--- config.mk ---
export PLATFORM = sky130hd
export DESIGN_NAME = uart_regbank
export DESIGN_NICKNAME = d
export VERILOG_FILES = /design/src/rtl/uart_rb_pkg.sv /design/src/rtl/uart_ocp_decode.sv /design/src/rtl/uart_irq_prio.sv /design/src/rtl/uart_regbank.sv
export SDC_FILE = /design/constraint.sdc
export NUM_CORES = 1
export LEC_CHECK = 0
export BUFFER_PORTS_ARGS = -buffer_cell sky130_fd_sc_hd__buf_2
export CORE_MARGIN = 4
export CORE_UTILIZATION = 40
export CTS_CLUSTER_SIZE = 10
export DETAILED_ROUTE_END_ITERATION = 8
export PLACE_DENSITY_LB_ADDON = 0.1
export SLEW_MARGIN = 20
export SYNTH_ARGS = -nofsm -noshare
export SYNTH_HDL_FRONTEND = slang
export SYNTH_SLANG_ARGS = --single-unit
--- constraint.sdc ---
create_clock -name clk -period 2.75 [get_ports clk]
set_input_delay 0.1375 -clock clk [delete_from_list [all_inputs] [get_ports clk]]
set_output_delay 0.1375 -clock clk [all_outputs]
set_load 0.05 [all_outputs]
--- src/rtl/uart_rb_pkg.sv ---
package uart_rb_pkg;
    localparam int ADDR_W = 3;
    localparam int DATA_W = 8;
    localparam int DIV_W  = 2 * DATA_W;

    localparam logic [2:0] CMD_IDLE = 3'b000;
    localparam logic [2:0] CMD_WR   = 3'b001;
    localparam logic [2:0] CMD_RD   = 3'b010;

    localparam logic [1:0] RESP_NULL = 2'b00;
    localparam logic [1:0] RESP_DVA  = 2'b01;

    localparam logic [DATA_W-1:0] IIR_NONE = 8'h01;
    localparam logic [DATA_W-1:0] IIR_THRE = 8'h02;
    localparam logic [DATA_W-1:0] IIR_RDA  = 8'h04;

    typedef enum logic [3:0] {
        SEL_RXTX, SEL_IER, SEL_DLL, SEL_DLM, SEL_IIR,
        SEL_LCR, SEL_MCR, SEL_LSR, SEL_MSR, SEL_SCR
    } reg_sel_e;

    typedef struct packed {
        logic [DATA_W-1:0] thr;
        logic [DATA_W-1:0] rbr;
        logic [DATA_W-1:0] dll;
        logic [DATA_W-1:0] dlm;
        logic [1:0]        ier;
        logic [DATA_W-1:0] lcr;
        logic              out2;
        logic [DATA_W-1:0] scr;
        logic              thr_full;
        logic              dr;
        logic              oe;
        logic              thre_flag;
    } bank_t;
endpackage

--- src/rtl/uart_ocp_decode.sv ---
module uart_ocp_decode
    import uart_rb_pkg::*;
(
    input  logic [ADDR_W-1:0] addr,
    input  logic [2:0]        cmd,
    input  logic              dlab,
    output reg_sel_e          sel,
    output logic              wr_en,
    output logic              rd_en,
    output logic              accept,
    output logic [1:0]        resp
);
    always_comb begin
        wr_en  = (cmd == CMD_WR);
        rd_en  = (cmd == CMD_RD);
        accept = wr_en | rd_en;
        resp   = accept ? RESP_DVA : RESP_NULL;
        sel    = SEL_SCR;
        case (addr)
            3'd0:    sel = dlab ? SEL_DLL : SEL_RXTX;
            3'd1:    sel = dlab ? SEL_DLM : SEL_IER;
            3'd2:    sel = SEL_IIR;
            3'd3:    sel = SEL_LCR;
            3'd4:    sel = SEL_MCR;
            3'd5:    sel = SEL_LSR;
            3'd6:    sel = SEL_MSR;
            default: sel = SEL_SCR;
        endcase
    end
endmodule

--- src/rtl/uart_irq_prio.sv ---
module uart_irq_prio
    import uart_rb_pkg::*;
(
    input  logic              rda_pend,
    input  logic              thre_pend,
    input  logic              out2,
    output logic [DATA_W-1:0] iir,
    output logic              irq
);
    always_comb begin
        if (rda_pend)       iir = IIR_RDA;
        else if (thre_pend) iir = IIR_THRE;
        else                iir = IIR_NONE;
        irq = out2 & (rda_pend | thre_pend);
    end
endmodule

--- src/rtl/uart_regbank.sv ---
module uart_regbank
    import uart_rb_pkg::*;
#(
    parameter logic [DIV_W-1:0] DIV_RST = 16'h0002
) (
    input  logic              clk,
    input  logic              rst_n,
    input  logic [ADDR_W-1:0] req_addr,
    input  logic [2:0]        req_cmd,
    input  logic [DATA_W-1:0] req_wdata,
    output logic              cmd_accept,
    output logic [DATA_W-1:0] resp_data,
    output logic [1:0]        resp_code,
    output logic              irq_out,
    input  logic              rx_strobe,
    input  logic [DATA_W-1:0] rx_byte,
    input  logic              tx_take,
    input  logic              tx_busy,
    output logic              tx_full,
    output logic [DATA_W-1:0] tx_data,
    output logic [DIV_W-1:0]  divisor,
    output logic [DATA_W-1:0] line_ctrl
);
    localparam int DLAB_BIT = DATA_W - 1;
    localparam int OUT2_BIT = 3;

    bank_t             s_q, s_d;
    reg_sel_e          sel;
    logic              wr_en, rd_en;
    logic [DATA_W-1:0] iir_val, lsr_val, rd_mux;
    logic              rd_rbr, wr_thr;

    uart_ocp_decode i_dec (
        .addr   (req_addr),
        .cmd    (req_cmd),
        .dlab   (s_q.lcr[DLAB_BIT]),
        .sel    (sel),
        .wr_en  (wr_en),
        .rd_en  (rd_en),
        .accept (cmd_accept),
        .resp   (resp_code)
    );

    uart_irq_prio i_irq (
        .rda_pend  (s_q.ier[0] & s_q.dr),
        .thre_pend (s_q.ier[1] & s_q.thre_flag),
        .out2      (s_q.out2),
        .iir       (iir_val),
        .irq       (irq_out)
    );

    // Status and read path come from the current state.
    always_comb begin
        lsr_val = {1'b0, (~s_q.thr_full & ~tx_busy), ~s_q.thr_full,
                   3'b000, s_q.oe, s_q.dr};
        rd_mux = '0;
        case (sel)
            SEL_RXTX: rd_mux = s_q.rbr;
            SEL_IER:  rd_mux = {6'b0, s_q.ier};
            SEL_DLL:  rd_mux = s_q.dll;
            SEL_DLM:  rd_mux = s_q.dlm;
            SEL_IIR:  rd_mux = iir_val;
            SEL_LCR:  rd_mux = s_q.lcr;
            SEL_MCR:  rd_mux = {4'b0, s_q.out2, 3'b0};
            SEL_LSR:  rd_mux = lsr_val;
            SEL_MSR:  rd_mux = '0;
            default:  rd_mux = s_q.scr;
        endcase
        resp_data = rd_en ? rd_mux : '0;
    end

    // Next-state computation.
    always_comb begin
        s_d    = s_q;
        rd_rbr = rd_en && (sel == SEL_RXTX);
        wr_thr = wr_en && (sel == SEL_RXTX);

        // read side effects
        if (rd_rbr) s_d.dr = 1'b0;
        if (rd_en && sel == SEL_LSR) s_d.oe = 1'b0;
        if (rd_en && sel == SEL_IIR && iir_val == IIR_THRE) s_d.thre_flag = 1'b0;

        // transmitter takes the holding byte
        if (tx_take && s_q.thr_full) begin
            s_d.thr_full  = 1'b0;
            s_d.thre_flag = 1'b1;
        end

        // receiver delivers a byte
        if (rx_strobe) begin
            s_d.rbr = rx_byte;
            if (s_q.dr && !rd_rbr) s_d.oe = 1'b1;
            s_d.dr = 1'b1;
        end

        // host writes
        if (wr_en) begin
            case (sel)
                SEL_RXTX: begin
                    s_d.thr       = req_wdata;
                    s_d.thr_full  = 1'b1;
                    s_d.thre_flag = 1'b0;
                end
                SEL_IER: begin
                    s_d.ier = req_wdata[1:0];
                    if (!s_q.ier[1] && req_wdata[1] && !s_q.thr_full)
                        s_d.thre_flag = 1'b1;
                end
                SEL_DLL: s_d.dll  = req_wdata;
                SEL_DLM: s_d.dlm  = req_wdata;
                SEL_LCR: s_d.lcr  = req_wdata;
                SEL_MCR: s_d.out2 = req_wdata[OUT2_BIT];
                SEL_SCR: s_d.scr  = req_wdata;
                default: ;
            endcase
        end
    end

    always_ff @(posedge clk) begin
        if (!rst_n) begin
            s_q           <= '0;
            s_q.dll       <= DIV_RST[DATA_W-1:0];
            s_q.dlm       <= DIV_RST[DIV_W-1:DATA_W];
        end else begin
            s_q <= s_d;
        end
    end

    assign tx_full   = s_q.thr_full;
    assign tx_data   = s_q.thr;
    assign divisor   = {s_q.dlm, s_q.dll};
    assign line_ctrl = s_q.lcr;

    // Handshake
    assert_read_dva_R2: assert property (@(posedge clk) disable iff (!rst_n)
        (req_cmd == CMD_RD) |-> (cmd_accept && resp_code == RESP_DVA));
    assert_idle_null_R2: assert property (@(posedge clk) disable iff (!rst_n)
        (req_cmd == CMD_IDLE) |-> (!cmd_accept && resp_code == RESP_NULL));
    // Transmit holding
    assert_thr_write_full_R4: assert property (@(posedge clk) disable iff (!rst_n)
        (wr_en && sel == SEL_RXTX) |=> tx_full);
    // Receive buffer
    assert_rbr_read_clears_R5: assert property (@(posedge clk) disable iff (!rst_n)
        (rd_en && sel == SEL_RXTX && !rx_strobe) |=> !s_q.dr);
    assert_overrun_sets_R6: assert property (@(posedge clk) disable iff (!rst_n)
        (rx_strobe && s_q.dr && !(rd_en && sel == SEL_RXTX)) |=> s_q.oe);
    // Interrupt
    assert_irq_gate_R10: assert property (@(posedge clk) disable iff (!rst_n)
        !s_q.out2 |-> !irq_out);
    assert_irq_code_R9: assert property (@(posedge clk) disable iff (!rst_n)
        irq_out |-> (iir_val[0] == 1'b0));
endmodule

# ---- After elaboration in Yosys (flattened, before gate mapping)
# Index checks and enable logic that the tools add are counted.
dict set report classes {
  n_reduce_logical 21
  muxes 20
  n_bitwise 8
  n_eq_ne 18
}
# cell count
set op_table {}
lappend op_table {{8-bit case mux with 9 select lines} 1}
lappend op_table {{4-bit case mux with 7 select lines} 1}
lappend op_table {{4-bit by 3-bit == test with 1-bit output (second input constant)} 4}
lappend op_table {{8-bit two-way mux} 2}
lappend op_table {{2-bit AND reduction} 7}
lappend op_table {{1-bit two-way mux} 11}
lappend op_table {{3-bit by 2-bit == test with 1-bit output (second input constant)} 3}
lappend op_table {{3-bit == test (second input constant)} 3}
lappend op_table {{4-bit by 2-bit == test with 1-bit output (second input constant)} 2}
lappend op_table {{4-bit == test (second input constant)} 2}
lappend op_table {{8-bit by 2-bit == test with 1-bit output (second input constant)} 1}
lappend op_table {{1-bit logical AND} 8}
lappend op_table {{2-bit two-way mux} 4}
lappend op_table {{3-bit by 1-bit == test with 1-bit output (second input constant)} 2}
lappend op_table {{1-bit AND} 4}
lappend op_table {{4-bit by 1-bit == test with 1-bit output (second input constant)} 1}
lappend op_table {{4-bit zero test} 1}
lappend op_table {{1-bit zero test} 3}
lappend op_table {{3-bit zero test} 1}
lappend op_table {{1-bit NOT} 2}
lappend op_table {{1-bit bitwise OR} 2}
lappend op_table {{1-bit case mux with 2 select lines} 1}
lappend op_table {{2-bit nonzero test} 1}
dict set report word_totals {
  elab_cells 79
  reg_bits 55
  inputBits 27
}

# ---- Longest topological paths before layout
# Gate-level depths: netlist of run 1.
dict set report logic_depth {
  depth_word 10
  ltp_mapped 7
  mapped_depth_nobuf 4
}

# ---- Cells and area by module
# A second synthesis of run 1 with hierarchy kept.
dict set report unflattened {
  cells_unflattened 378
  hier_area_um2 3240.6
}
# module instances area_per_inst_um2 seq_area_each_um2 cells_each
set by_module_without_submodules {}
lappend by_module_without_submodules {uart_regbank 1 3104.2 1101.1 355}
lappend by_module_without_submodules {uart_ocp_decode 1 70.1 0.0 13}
lappend by_module_without_submodules {uart_irq_prio 1 66.3 0.0 10}

# ---- Least setup slack after synthesis of run 1
# No wires, ideal clock.
dict set report synth_timing {
  path_kind {register to output}
  from {register s_q (netlist bit line_ctrl[7])}
  to {output resp_data[4]}
  path_slack_ps 556
  required_ps 2612
  t_arrival_ps 2056
  path_stages_with_launch 6
  cell_sequence {dfxtp_1 > clkbuf_1 > clkbuf_1 > nor3b_1 > o21ai_0 > a31oi_1}
}
dict set report synth_via {
  elab_chain_cells 5
  elab_cells_between_ends 14
  classes_between {eq/ne (8); mux (5); reduce/logical (1)}
}
# item line_no
set synth_rtl {}
lappend synth_rtl {{start, declared} uart_regbank.sv:27} ;# bank_t s_q, s_d;
lappend synth_rtl {{2-bit two-way mux (on tied branches)} {uart_ocp_decode.sv:21, uart_ocp_decode.sv:20}}
lappend synth_rtl {{4-bit case mux with 7 select lines *} uart_ocp_decode.sv:19} ;# case (addr)
lappend synth_rtl {{4-bit == test, or another cell as far along} uart_regbank.sv:57} ;# case (sel)
lappend synth_rtl {{8-bit case mux with 9 select lines *} uart_regbank.sv:57}
lappend synth_rtl {{8-bit two-way mux *} uart_regbank.sv:69} ;# resp_data = rd_en ? rd_mux : '0;
lappend synth_rtl {{end, declared} uart_regbank.sv:12} ;# output logic [DATA_W-1:0] resp_data,
# Mark *: on every way between the ends. The rest lies on a longest branch, timed or not.

# ---- Worst setup path after layout of run 1
dict set report layout_timing {
  from {register s_q (netlist bit line_ctrl[7])}
  to {output resp_data[6]}
}
# Same word-level chain as after synthesis.

==> metrics.cfg, run 1 <==
[die]
start_util_pct = 41.0
dieArea_um2 = 8840
rows = 31
core_area_um2 = 7210
die_h_um = 94.0
die_x_um = 94.0
num_io_pins = 72

[timing]
rsz0062_at_grt = no
slew_headroom_pct = 46.6
fin_skew_ns = 0.00358
hold_viol = 0
setup_violations = 0
fmax_mhz = 443
finalCritPeriodShare_pct = 82.2
worst_slew_pin_slew_ns = 0.801
finalSetupTns_ns = 0
period_needed_ns = 2.26
drv_slew = 0

[final_layout]
register_area_um2 = 1100
final_area_um2 = 3230
diodes = 0
nNetsFinal = 377
areaGrowthSynthToFinish_pct = 9.13
fillers = 734
layout.cells.non_filler = 450
multiInputGateArea_um2 = 1510
drive_gt1_share_pct = 27.6

[yosys]
syn-cell-area_um2 = 2960
synth_flop_cell = dfxtp_1
async_flop_share_pct = 0
synth_edf_count = 0
synth_seq_cells = 55
yosysMostFrequentCell = dfxtp_1
yosys.area.top_type = dfxtp_1
netlist_top_cells_count = dfxtp_1 (55), mux2i_1 (49), nor2b_1 (45)
synthXorXnorAreaFrac_pct = 0
synth.distinct_cells = 39
synth_nets = 348
synth_area_leaders = dfxtp_1 (37%), mux2i_1 (17%), nor2b_1 (9.5%)
avgSynthCellArea_um2 = 9.22
synth_top_family_by_area = simple AND/OR/NAND/NOR gates
synth_cells = 321
yosysWarnings = 0
yosys.area.top_type_share_pct = 37.2
synth_compound_area_share_pct = 10.1
ys_seq_area_share_pct = 37.2
synthAdderAreaFrac_pct = 0
synthMuxAreaShare_pct = 18.9
yosys.area_share.simple_pct = 21.7

[place]
io_buffers = 70
dp_hpwl_um = 5200
post-place-cells = 442
gp_congestion = 0.811
place_area_um2 = 3150

[cts]
root_buffer = clkbuf_8
cts_buffer_depth = 2
clkTransAtPathRegs_ns = 0.10
clock_latency_ns = 0.31
cts_tree = done
postCtsHoldBufs = 0
post_cts_resized = 0
htreeDepth = 2
clock-sinks = 55
cts_buffers = 5
cts_setup_buffers = 0

[routing]
first_pass_iters = 4
drt-initial-drc-count = 75
vias = 2238
wl_per_cell_um = 16.8
route.detailed.drc = 0
viasPerCell = 4.97
wl_um = 7550
ant_nets = 0

[power]
leakage_nw = 1.48
power.total_w = 0.00143
ir_drop_uv = 235
pwr_density_cell_nw_per_um2 = 442

[grt]
overflow = 0
grt_max_degree = 56
grt_pass1_wl_um = 11900
grt_usage_pct = 17.6
grt_pass1_vias = 2237
antenna_found_initial = 0

[min_path]
hp-class = input port to flip-flop
whs_path_depth = 3

[critical_path]
critical_path_depth = 5
slowest_delay_ns = 0.69
r2r_cells = 6
crit_family = flip-flops
crit_path_start_kind = flip-flop
critPathKind = flip-flop to primary output
cp_data_arrival_time_ns = 2.12
crit_path_cell_trace = mux2_2 -> a21oi_1 -> nor2_1 -> o221a_2 -> buf_2
required_ns = 2.61
end_kind = primary output
crit_slowest_cell = dfxtp_1
crit_buf_inv = 1
crit_fanout = 12

[status]
status = completed

[job]
drv_cap = 0

==> registers in the layout, summed over array words and instances, names as in the netlist <==
signal,flops
tx_data,8
line_ctrl,8
lsr_val,2
tx_full,1
s_q,20
divisor,16
==> tightest hold or removal path: cells and delay by family <==
kind / cells / cell delay [ns]
mux: 1 / 0.05
simple gates: 1 / 0.09
buf+inv: 1 / 0.07
==> layer usage <==
metal  vias to the layer above  wire length (µm)  GRT usage [%]
met1                      1028              3690           24.6
met5                         -                 0              0
met2                        71              3310           27.9
met4                         0                91           4.45
met3                         8               456           3.45
li1                       1131                 -              -
==> layout by cell type (no fill, tap or decap), types with 2 or more instances in the layout <==
| cell | n |
|---|---|
| a21boi_0 | 10 |
| a21oi_1 | 10 |
| a31oi_1 | 3 |
| a32oi_1 | 2 |
| and3_1 | 3 |
| buf_2 | 70 |
| buf_4 | 7 |
| clkbuf_1 | 2 |
| clkbuf_8 | 5 |
| dfxtp_1 | 55 |
| inv_1 | 2 |
| mux2_2 | 2 |
| mux2i_1 | 49 |
| mux4_2 | 2 |
| nand2_1 | 22 |
| nand2b_1 | 5 |
| nand3_1 | 11 |
| nand4_2 | 2 |
| nor2_1 | 4 |
| nor2b_1 | 45 |
| nor3b_1 | 5 |
| o21ai_0 | 17 |
==> cell families (layout without fill, tap and decap cells) <==
group / Yosys count / in the layout
AO/OA/AOI/OAI: 48 / 48
multiplexers: 53 / 53
AND/OR/NAND/NOR: 106 / 106
other: 1 / 1
flip-flops: 55 / 55
buffers and inverters: 58 / 88
==> through the flow <==
stage / utilization, % / setup WS (ns) / hold slack, ns
final: 44.8 / 0.491 / 0.0826
after global routing: 44.8 / 0.381 / 0.0747
after detailed placement: 43.6 / 0.853 / 0.407
after global placement: 43.6 / 0.875 / 0.400
after floorplan: - / 0.556 / 0.263
after CTS: 44.8 / 0.485 / 0.0780
==> final timing paths <==
check	start	to	slack, ns
worst min-delay path	rx_byte[7]	s_q[46]$_SDFFE_PN0P_	0.08
worst max register to register	line_ctrl[7]$_SDFFE_PN0P_	s_q[0]$_SDFF_PN0_	0.88
worst min register to register	tx_data[5]$_SDFFE_PN0P_	tx_data[5]$_SDFFE_PN0P_	0.47
worst max-delay path	line_ctrl[7]$_SDFFE_PN0P_	resp_data[6]	0.49
==> final cells by class <==
cell class | count | area share, %
Sequential cell | 55 | 34.1
Clock buffer | 7 | 2.36
Tap cell | 99 | 3.84
Multi-Input combinational cell | 208 | 46.7
Timing Repair Buffer | 77 | 12.5
Clock inverter | 1 | 0.155
Inverter | 3 | 0.349
==> power by group <==
part           switching (W)  total (W)  internal, W
clock network       0.000262   0.000442     0.000180
logic               0.000106   0.000170    0.0000634
registers         0.00000835   0.000816     0.000808
(Power assumes the default switching activity.)
==> run 2: changes to the inputs <==
==> constraint.sdc (replaced) <==
create_clock -name clk -period 2 [get_ports clk]
set_input_delay 0.1 -clock clk [delete_from_list [all_inputs] [get_ports clk]]
set_output_delay 0.1 -clock clk [all_outputs]
set_load 0.05 [all_outputs]
==> run 2 against run 1 <==
Critical path type unchanged. Core utilization is 1.4 points higher. Die area did not move. Total power rose by 50%. Critical endpoint unchanged. First-iteration DRC count is 33% lower.
==> metrics.cfg, run 2 (same netlist as run 1, synthesis figures left out) <==
[status]
status = completed

[place]
io_buffers = 70
dp_hpwl_um = 5200
place_area_um2 = 3190
gp_congestion = 0.783
pre_cts_ws_ns = 0.303

[grt]
grt_pass1_vias = 2095
overflow = 0
antenna_found_initial = 0
grt_pass1_wl_um = 11700
grt_usage_pct = 17.2
grt_max_degree = 56

[die]
dieArea_um2 = 8840
die_h_um = 94.0
core_area_um2 = 7210
rows = 31
num_io_pins = 72
start_util_pct = 41.0
die_x_um = 94.0

[cts]
cts_buffer_depth = 2
cts_buffers = 5
postCtsHoldBufs = 0
htreeDepth = 2
clock-sinks = 55
clock_latency_ns = 0.30
root_buffer = clkbuf_8
clkTransAtPathRegs_ns = 0.11
cts_tree = done

[routing]
first_pass_iters = 4
wl_um = 7510
ant_nets = 0
drt-met1-wl_um = 3690
route.detailed.drc = 0
vias = 2280
viasPerCell = 5.00
drt-initial-drc-count = 50
wl_met2_um = 3430
wl_per_cell_um = 16.5
highest_layer = met4
route.met3.wl_um = 361

[critical_path]
crit_fanout = 9
critPathKind = flip-flop to primary output
crit_family = flip-flops
cp_data_arrival_time_ns = 1.75
crit_buf_inv = 1
slowest_delay_ns = 0.43
end_kind = primary output
crit_path_start_kind = flip-flop
crit_slowest_cell = dfxtp_4
required_ns = 1.90
crit_path_cell_trace = mux2_2 -> a21oi_1 -> nor2_1 -> o221a_2 -> buf_2

[timing]
finalSetupTns_ns = 0
rsz0062_at_grt = no
hold_viol = 0
period_needed_ns = 1.85
setup_violations = 0
fmax_mhz = 541
slew_headroom_pct = 43.7
drv_slew = 0
worst_slack_ns = 0.152
worst_slew_pin_slew_ns = 0.844
fin_skew_ns = 0.00797
finalCritPeriodShare_pct = 92.4

[min_path]
hp-class = input port to flip-flop

[power]
p_sw_share_pct = 24.7
internal_power_w = 0.00161
ir_drop_uv = 365
seq_power_share_pct = 52.5
leakage_nw = 1.52
pwr_density_cell_nw_per_um2 = 641
clockPowerShare_pct = 36.3
p_sw_w = 0.000528
pwr-share-comb_pct = 11.2

[final_layout]
diodes = 0
final_core_util_pct = 46.2
nNetsFinal = 383
drive_gt1_share_pct = 30.5
largest_reg_flops = 20
mostFrequentLayoutCells = buf_2 (68), dfxtp_1 (54), mux2i_1 (49)
fillers = 757
layout_commonest_cell = buf_2
areaGrowthSynthToFinish_pct = 12.6
final_area_um2 = 3330
regMostFlops = s_q

[job]
drv_cap = 0

run 2: cell type report:
type                    count  area [µm²]  share of cell area (%)
clock buffers               6        82.6                    2.48
clock inverters             2        35.0                    1.05
inverters                   3        11.3                   0.338
multi-input cells         208        1520                    45.7
flip-flops and latches     55        1100                    33.1
well taps                  99         124                    3.72
repair buffers             83         453                    13.6
run 2: worst register-to-register path, stage by stage, from the launching register on:
cell and delay [ns]:
dfxtp_4 0.40, buf_4 0.17, nand4b_2 0.26, or4b_1 0.51, a31oi_1 0.16
run 2: timing repair:
item / in CTS / in global routing
cloned: 0 / 0
buffers inserted: 0 / 2
pin swaps: 0 / 0
gates resized for setup: 1 / 3
endpoints found under the setup margin: 1 / 3
run 2: path summary, 6_finish.rpt:
kind / start / endpoint / slack [ns] / cells after the start
max: line_ctrl[7]$_SDFFE_PN0P_ / resp_data[6] / 0.15 / 5
min: rx_byte[2] / s_q[41]$_SDFFE_PN0P_ / 0.05 / 3
max reg2reg: line_ctrl[7]$_SDFFE_PN0P_ / s_q[0]$_SDFF_PN0_ / 0.44 / 4
min reg2reg: tx_data[3]$_SDFFE_PN0P_ / tx_data[3]$_SDFFE_PN0P_ / 0.47 / 2
run 2: metrics by stage:
stage,cells,total power (W),hold slack (ns)
4_1_cts,454,0.00216,0.0466
6_report,456,0.00214,0.0484
2_1_floorplan,321,0.00131,0.225
5_1_grt,456,0.00222,0.0519
3_5_place_dp,446,0.00139,0.368
3_3_place_gp,446,0.00138,0.361
run 2: layer usage:
metal,global-route usage (%),vias to the layer above
met5,0,-
met4,2.89,0
met3,3.04,4
met2,26.6,61
met1,25.3,1073
li1,-,1142
run 2: power groups by stage:
| stage | clock network [W] | logic [W] | registers [W] |
|---|---|---|---|
| after CTS | 0.000796 | 0.000239 | 0.00112 |
| after global routing | 0.000839 | 0.000260 | 0.00112 |
| after detailed placement | 0 | 0.000239 | 0.00115 |
| final | 0.000775 | 0.000239 | 0.00112 |
| after global placement | 0 | 0.000237 | 0.00115 |
| after floorplan | 0 | 0.000162 | 0.00114 |
==> run 3: changes to the inputs <==
--- a/config.mk
+++ b/config.mk
@@ -6,11 +6,13 @@
 export NUM_CORES = 1
 export LEC_CHECK = 0
 export BUFFER_PORTS_ARGS = -buffer_cell sky130_fd_sc_hd__buf_2
+export CELL_PAD_IN_SITES_DETAIL_PLACEMENT = 1
+export CELL_PAD_IN_SITES_GLOBAL_PLACEMENT = 1
 export CORE_MARGIN = 4
-export CORE_UTILIZATION = 40
+export CORE_UTILIZATION = 36
 export CTS_CLUSTER_SIZE = 10
 export DETAILED_ROUTE_END_ITERATION = 8
-export PLACE_DENSITY_LB_ADDON = 0.1
+export PLACE_DENSITY = 0.76
 export SLEW_MARGIN = 20
 export SYNTH_ARGS = -nofsm -noshare
 export SYNTH_HDL_FRONTEND = slang
==> run 3 against run 2 <==
Final cell count did not move. Final area fell by 0.41%. Core utilization fell by 3.9 points. Critical endpoint unchanged. First-iteration DRC count is 90% higher. Die area grew 10%.
==> metrics.cfg, run 3 (same netlist as run 1, synthesis figures left out) <==
[critical_path]
end_kind = primary output
crit_fanout = 8
r2r_setup_slack_ns = 0.44
crit_slowest_cell = dfxtp_4
r2r_cells = 4
critPathKind = flip-flop to primary output
cp_data_arrival_time_ns = 1.76
crit_path_cell_trace = mux2_2 -> a21oi_1 -> nor2_1 -> o221a_2 -> buf_2
crit_buf_inv = 1
crit_family = flip-flops
critical_path_depth = 5
reg2reg_to = s_q[0]$_SDFF_PN0_
required_ns = 1.90
r2r_start = line_ctrl[7]$_SDFFE_PN0P_
slowest_delay_ns = 0.43
crit_path_start_kind = flip-flop

[die]
dieArea_um2 = 9730
core_area_um2 = 7850
start_util_pct = 37.7
die_x_um = 98.7
rows = 32
die_h_um = 98.7
num_io_pins = 72

[routing]
highest_layer = met4
route.met3.wl_um = 365
vias = 2360
first_pass_iters = 4
wl_um = 8200
ant_nets = 0
wl_per_cell_um = 18.0
drt-initial-drc-count = 95
route.detailed.drc = 0
viasPerCell = 5.18
drt-met1-wl_um = 3820
wl_met2_um = 3950

[grt]
overflow = 0
grt_pass1_vias = 2380
grt_pass1_wl_um = 13100
grt_usage_pct = 16.9
grt_max_degree = 56
antenna_found_initial = 0

[final_layout]
fillers = 955
largest_reg_flops = 20
nNetsFinal = 380
layout_commonest_cell = buf_2
mostFrequentLayoutCells = buf_2 (67), dfxtp_1 (54), mux2i_1 (49)
drive_gt1_share_pct = 29.7
final_area_um2 = 3320
layout.cells.non_filler = 456
areaGrowthSynthToFinish_pct = 12.2
final_core_util_pct = 42.3
regMostFlops = s_q
diodes = 0

[place]
dp_hpwl_um = 6010
io_buffers = 70
pre_cts_ws_ns = 0.283
gp_congestion = 0.795
place_area_um2 = 3210
post-place-cells = 447

[timing]
finalCritPeriodShare_pct = 93.0
slew_headroom_pct = 47.3
fmax_mhz = 538
worst_slack_ns = 0.140
setup_violations = 0
hold_viol = 0
fin_skew_ns = 0.00680
rsz0062_at_grt = yes
worst_slew_pin_slew_ns = 0.790
period_needed_ns = 1.86
drv_slew = 0

[power]
leakage_nw = 1.50
p_sw_share_pct = 26.5
pwr-share-comb_pct = 12.4
clockPowerShare_pct = 30.6
internal_power_w = 0.00145
seq_power_share_pct = 57.0
power.total_w = 0.00197
pwr_density_cell_nw_per_um2 = 594
p_sw_w = 0.000521
ir_drop_uv = 285

[min_path]
whs_path_depth = 3
min_to = s_q[46]$_SDFFE_PN0P_
hp-class = input port to flip-flop
hp-start = rx_byte[7]

[cts]
htreeDepth = 2
clock-sinks = 55
root_buffer = clkbuf_8
clock_latency_ns = 0.30
clkTransAtPathRegs_ns = 0.10
cts_tree = done
cts_buffer_depth = 2
cts_buffers = 5

[status]
status = completed

[job]
drv_cap = 0

## run 3: layout make-up
type | count | area [µm²] | share of cell area [%]
clock buffers | 7 | 76.3 | 2.30
flip-flops and latches | 55 | 1100 | 33.3
well taps | 102 | 128 | 3.84
multi-input cells | 208 | 1540 | 46.3
repair buffers | 80 | 458 | 13.8
inverters | 3 | 11.3 | 0.339
clock inverters | 1 | 5.00 | 0.151
## run 3: worst register-to-register path: cells and delay by family (launching register included)
family / cells / cell delay (ns)
DFF: 1 / 0.40
buffers and inverters: 1 / 0.15
AOI/OAI and AO/OA: 1 / 0.17
and+or+nand+nor: 2 / 0.77
## run 3: per-stage QoR
step,hold WS [ns],TNS [ns]
after floorplan,0.225,0
after global placement,0.362,0
after detailed placement,0.372,0
after CTS,0.0461,0
after global routing,0.0545,-0.00341
final,0.0567,0
## run 3: worst max-delay path by stage
stage                         startpoint                  end  slack [ns]
2_1_floorplan  line_ctrl[7]$_SDFFE_PN0P_         resp_data[5]        0.02
3_3_place_gp   line_ctrl[7]$_SDFFE_PN0P_         resp_data[6]        0.35
4_1_cts        line_ctrl[7]$_SDFFE_PN0P_         resp_data[4]        0.05
5_1_grt        line_ctrl[7]$_SDFFE_PN0P_         resp_data[6]      -0.003
3_5_place_dp                  req_cmd[1]  s_q[5]$_SDFFE_PN0P_        0.28
6_report       line_ctrl[7]$_SDFFE_PN0P_         resp_data[6]        0.14
## run 3: what timing repair did
| item | CTS | global route |
|---|---|---|
| hold buffers | 0 | 0 |
| setup buffers | 0 | 1 |
| endpoints found under the setup margin | 5 | 4 |
| resized for setup | 1 | 6 |
| endpoints found under the hold margin | 0 | 0 |
## run 3: power groups by stage
stage | Combinational [W] | Sequential [W] | Clock (W)
after global routing | 0.000265 | 0.00113 | 0.000676
after detailed placement | 0.000242 | 0.00115 | 0
final | 0.000244 | 0.00112 | 0.000603
after floorplan | 0.000162 | 0.00114 | 0
after global placement | 0.000239 | 0.00115 | 0
after CTS | 0.000243 | 0.00112 | 0.000630
## run 3: routing by layer
| layer | global-route usage [%] | vias up |
|---|---|---|
| met2 | 28.7 | 59 |
| met3 | 3.18 | 6 |
| li1 | - | 1133 |
| met5 | 0 | - |
| met1 | 22.8 | 1162 |
| met4 | 2.84 | 0 |
